--- config.mk ---
export PLATFORM = sky130hd
export DESIGN_NAME = sync_cal_stage
export DESIGN_NICKNAME = d
export VERILOG_FILES = /design/src/rtl/sync_cal_stage.sv
export SDC_FILE = /design/constraint.sdc
export NUM_CORES = 1
export LEC_CHECK = 0
export ABC_AREA = 0
export CORE_AREA = 2 2 39 41
export DETAILED_ROUTE_END_ITERATION = 12
export DIE_AREA = 0 0 41 43
export PLACE_DENSITY_LB_ADDON = 0.05
export REMOVE_ABC_BUFFERS = 1
export SLEW_MARGIN = 15
export SYNTH_ARGS = -nofsm -noshare
export SYNTH_HDL_FRONTEND = slang
export SYNTH_SLANG_ARGS = --single-unit
--- constraint.sdc ---
create_clock -name clk -period 1 [get_ports clk]
set_input_delay 0.2 -clock clk [delete_from_list [all_inputs] [get_ports clk]]
set_output_delay 0.2 -clock clk [all_outputs]
set_load 0.01 [all_outputs]
--- src/rtl/sync_cal_stage.sv ---
module sync_cal_stage (
  input  logic clk,
  input  logic rst_n,
  input  logic wr_en,
  input  logic wr_sync,
  input  logic wr_cal,
  input  logic upd,
  input  logic pll_en,
  input  logic cal_done,
  output logic dist_stall,
  output logic sync_pulse,
  output logic cal_start,
  output logic cal_busy,
  output logic sysclk_en
);

  logic shd_sync, shd_cal;
  logic act_sync, act_cal;
  logic busy_q, sync_q, start_q;

  wire sync_fall = upd & act_sync & ~shd_sync;
  wire cal_rise  = upd & ~act_cal & shd_cal;
  wire cal_go    = cal_rise & pll_en & ~busy_q;

  always_ff @(posedge clk) begin
    if (!rst_n) begin
      shd_sync <= 1'b0;
      shd_cal  <= 1'b0;
    end else if (wr_en) begin
      shd_sync <= wr_sync;
      shd_cal  <= wr_cal;
    end
  end

  always_ff @(posedge clk) begin
    if (!rst_n) begin
      act_sync <= 1'b0;
      act_cal  <= 1'b0;
    end else if (upd) begin
      act_sync <= shd_sync;
      act_cal  <= shd_cal;
    end
  end

  always_ff @(posedge clk) begin
    if (!rst_n) begin
      sync_q  <= 1'b0;
      start_q <= 1'b0;
      busy_q  <= 1'b0;
    end else begin
      sync_q  <= sync_fall;
      start_q <= cal_go;
      if (cal_go)
        busy_q <= 1'b1;
      else if (cal_done)
        busy_q <= 1'b0;
    end
  end

  assign dist_stall = act_sync;
  assign sync_pulse = sync_q;
  assign cal_start  = start_q;
  assign cal_busy   = busy_q;
  assign sysclk_en  = ~busy_q;

  p_stall_needs_upd_r1: assert property (@(posedge clk) disable iff (!rst_n)
    $rose(dist_stall) |-> $past(upd));

  p_hold_without_upd_r1: assert property (@(posedge clk) disable iff (!rst_n)
    !$past(upd) |-> $stable(dist_stall));

  p_sync_on_fall_r3: assert property (@(posedge clk) disable iff (!rst_n)
    sync_pulse |-> $fell(dist_stall));

  p_sync_single_r3: assert property (@(posedge clk) disable iff (!rst_n)
    sync_pulse |=> !sync_pulse);

  p_cal_gated_r4: assert property (@(posedge clk) disable iff (!rst_n)
    cal_start |-> ($past(pll_en) && $past(upd)));

  p_cal_single_r4: assert property (@(posedge clk) disable iff (!rst_n)
    cal_start |=> !cal_start);

  p_busy_with_start_r6: assert property (@(posedge clk) disable iff (!rst_n)
    cal_start |-> (cal_busy && !sysclk_en));

  p_done_clears_r7: assert property (@(posedge clk) disable iff (!rst_n)
    (cal_busy && cal_done) |=> !cal_busy);

  p_no_start_busy_r8: assert property (@(posedge clk) disable iff (!rst_n)
    (cal_busy && !cal_done) |=> !cal_start);

endmodule

# Word level (Yosys, flattened, before mapping)
# Index checks and enable logic that the tools add are counted.
[op_classes]
muxes = 2
bitwise_logic = 9
n_reduce_logical = 1
[op_table]
columns = ["cell", "count"]
rows = [
  ["1-bit bitwise AND", 6],
  ["1-bit inverter", 3],
  ["1-bit two-way mux", 2],
  ["2-bit nonzero test", 1],
]
[totals]
ff_bits = 7
out_inout_bits = 5
word_cells = 19

# Logic depth before layout (Yosys ltp)
# Gate-level depths: netlist of the first run.
[depth]
word_depth = 6
ltp_mapped = 2
depth_no_buf = 2

# Least setup slack after synthesis of the first run
# No wires, ideal clock.
[synth_timing]
path_kind = "flip-flop to flip-flop"
startpoint = "reg busy_q (netlist: cal_busy)"
endpoint = "reg busy_q (netlist: cal_busy)"
arrival_time_ns = 0.589
path_slack_ns = 0.293
stages_incl_launch_ff = 3
n_path_buf = 0
cell_sequence = "dfxtp_1 > nand4bb_1 > o21ai_1"
[synth_between]
elab_chain_len = 3
elab_cells_between_ends = 4
classes_between = "mux (1); bitwise (2); reduce/logical (1)"
[synth_rtl]
columns = ["item", "line_no", "rtl"]
rows = [
  ["from (decl)", "19", "logic busy_q, sync_q, start_q;"],
  ["from (signal assigned)", "49", "busy_q <= 1'b0;"],
  ["from (signal assigned)", "54", "busy_q <= 1'b1;"],
  ["from (signal assigned)", "56", "busy_q <= 1'b0;"],
  ["1-bit inverter (*)", "23", "wire cal_go = cal_rise & pll_en & ~busy_q;"],
  ["1-bit bitwise AND (*)", "23", ""],
  ["1-bit two-way mux or 2-bit nonzero test (tied branches)", "n/a", ""],
]
# Every way passes the cells marked *; elsewhere a longest branch is shown, timed or not.
# A chain may end at the register's enable or synchronous reset.

# Final worst setup path of the first run
[layout_timing]
startpoint = "reg busy_q (netlist: cal_busy)"
endpoint = "out sysclk_en"
[layout_between]
elab_chain_len = 1
[layout_rtl]
columns = ["item", "line_no", "rtl"]
rows = [
  ["1-bit inverter", "64", "assign sysclk_en = ~busy_q;"],
  ["to (decl)", "14", "output logic sysclk_en"],
]
# Every way passes these cells.

==> impl_metrics.yaml, run 1 <==
floorplanning:
  num_rows: 14
  chipHeight_um: 43
  core_mm2: 0.00138
  dieArea_mm2: 0.00176
  start_util_pct: 18.3
  die_w_um: 41
  ios: 13
timing:
  final-hold-violation-count: 0
  fmax_mhz: 1060
  fin_setup_tns_ns: 0
  rsz0062_at_grt: "false"
  fin_skew_ns: 0.000117
  max-slew-margin-rel_pct: 91.6
  min_period_ns: 0.940
  finalCritPeriodShare_pct: 94.0
  setup_violations: 0
  worst_pin_slew_ns: 0.123
  drv_slew: 0
logic_synthesis:
  ys_ff_latch: 7
  yosys_warnings: 0
  syn_area_um2: 253
  yosysSeqAreaShare_pct: 55.4
  yosys-top-cells-area: "dfxtp_1, mux2i_1, nor2b_1"
  yosysUniqueCellTypes: 10
  syn_avg_cell_area_um2: 11.5
  yosys.area.top_type: "dfxtp_1"
  netlist_instances: 22
  yosys.area.top_type_share_pct: 55.4
clock_network:
  cts-root-buf: "clkbuf_4"
  cts.sinks: 7
  htreeDepth: 1
  insertion_delay_ns: 0.25
  cts_made_buffers: 3
  cts_tree: "done"
  path_clk_slew_ns: 0.05
  clk_path_buf_depth: 2
  ctsHoldBuffers: 0
worst_setup_path:
  critPathTopFamily: "flip-flops"
  crit_chain: "inv_1, buf_2"
  cp.required_ns: 0.80
  start_kind: "register"
  worstSetupPathType: "reg2out"
  path_max_fanout: 3
  cp_num_buf_inv: 2
  crit_slowest_cell: "dfxtp_2"
  critPathCaptureType: "output port"
  worstRegToRegCells: 3
  cp.arrival_ns: 0.74
  slowest_delay_ns: 0.33
  worst-r2r-setup-slack_ns: 0.18
  worst-path-stages: 2
  r2r_end: "cal_busy$_SDFFE_PN0P_"
  reg2reg_from: "cal_busy$_SDFFE_PN0P_"
place:
  gp_congestion: 0.589
  dpl-instance-area_um2: 423
  dp_hpwl_um: 416
  portBuffers: 12
global_routing:
  grt_pass1_wl_um: 869
  grt_pass1_vias: 220
  gr-usage-all-layers_pct: 7.85
  grt_max_degree: 5
  grt-ovfl-total: 0
  antenna_found_initial: 0
route:
  dr.pass1.iters: 1
  viasPerCell: 3.95
  wl_per_cell_um: 8.45
  via_count: 229
  totalWireLength_um: 490
  drc: 0
  ant_nets: 0
  drt_iter0_drc: 0
final_layout:
  num_antenna_cells: 0
  final_common_cell: "clkdlybuf4s50_1"
  final_area_um2: 425
  area_growth_pct: 68.3
  num-fill-cells: 161
  nNetsFinal: 51
  drive_gt1_share_pct: 33.3
  final_cell_mix: "clkdlybuf4s50_1, dfxtp_1, mux2i_1, nor2b_1, buf_4"
hold_path:
  hold_class: "reg2reg"
  whs_path_depth: 1
  holdCritStartpoint: "shd_sync$_SDFFE_PN0P_"
  min_to: "sync_pulse$_SDFF_PN0_"
power:
  leakage_nw: 0.182
  peakVddDrop_v: 0.000503
  powerDensity_mw_per_mm2: 1470
outcome:
  status: "finished, final reports clean"
job:
  maxCapViolations: 0
cell type report:
cell class | count | area, um2 | share of cell area, %
tap | 16 | 20.0 | 4.71
multi-input combinational | 14 | 109 | 25.6
sequential | 7 | 141 | 33.2
inverter | 1 | 3.75 | 0.882
clock buffer | 4 | 26.3 | 6.18
timing repair buffer | 16 | 125 | 29.4
how the worst max path moves through the flow:
stage	slack, ns	startpoint	end
5_1_grt	0.01	cal_busy$_SDFFE_PN0P_	sysclk_en
6_report	0.06	cal_busy$_SDFFE_PN0P_	sysclk_en
4_1_cts	0.006	cal_start$_SDFF_PN0_	cal_start
3_5_place_dp	-0.12	upd	act_cal$_SDFFE_PN0P_
2_1_floorplan	0.29	cal_busy$_SDFFE_PN0P_	cal_busy$_SDFFE_PN0P_
3_3_place_gp	-0.12	upd	act_cal$_SDFFE_PN0P_
per-layer routing:
metal,part of all wire (%),global-route usage [%],wire (um),vias to the layer above
li1,-,-,-,115
met1,41,10.0,199,101
met2,46,9.06,227,11
met3,9.8,3.14,48,2
met4,2.9,8.00,14,0
met5,0,0,0,-
Yosys cell counts, drive strengths merged:
cell type and n:
inv 1, nand3b 1, dfxtp 7, o21ai 1, nand2 1, nand4bb 1, mux2i 4, nor3b 1
nor2b 4, nor2 1
flip-flops by register name (all words and copies together), names as in the netlist:
register and cells:
cal_start 1, cal_busy 1, shd_sync 1, sync_pulse 1, shd_cal 1, act_cal 1, dist_stall 1
through the flow:
step / setup WS, ns / utilization [%] / instances / power [W] / hold WS [ns]
2_1_floorplan: 0.293 / - / 22 / 0.000322 / 0.328
6_report: 0.0600 / 30.7 / 58 / 0.000624 / 0.472
4_1_cts: 0.00649 / 31.5 / 58 / 0.000640 / 0.477
3_5_place_dp: -0.118 / 30.6 / 54 / 0.000375 / 0.470
3_3_place_gp: -0.116 / 30.6 / 54 / 0.000374 / 0.468
5_1_grt: 0.0142 / 30.7 / 58 / 0.000659 / 0.502
report_power, final:
part	switching (W)	internal [W]	leakage (nW)
combinational	0.0000214	0.0000476	0.109
clock	0.000107	0.000153	0.0150
sequential	0.00000579	0.000289	0.0575
total	0.000135	0.000489	0.182
kinds of logic after synthesis:
kind of cell	Yosys count	share of synthesized area (%)
flops	7	55.4
mux	4	15.8
buf+inv	1	1.48
simple gates	9	25.2
compound gates	1	1.98
what timing repair did:
action                     in CTS  in global routing
pin swaps                       0                  0
hold endpoints to repair        0                  0
resized for setup              17                  2
setup endpoints to repair       5                  2
buffers inserted                0                  0
worst register-to-register path, delay by kind of cell (launching register included):
family | cells | cell delay (ns)
buffers and inverters | 1 | 0.12
flip-flops | 1 | 0.32
AO/OA/AOI/OAI | 1 | 0.12
AND/OR/NAND/NOR | 1 | 0.18
Note: power is estimated with default switching activity, not from simulation.
==> run 2, diff against run 1 <==
--- a/config.mk
+++ b/config.mk
@@ -11,6 +11,7 @@
 export DIE_AREA = 0 0 41 43
 export PLACE_DENSITY_LB_ADDON = 0.05
 export REMOVE_ABC_BUFFERS = 1
+export SKIP_LAST_GASP = 1
 export SLEW_MARGIN = 15
 export SYNTH_ARGS = -nofsm -noshare
 export SYNTH_HDL_FRONTEND = slang
==> results of run 2 <==
Final layout, timing and power as in run 1 (identical DEF).
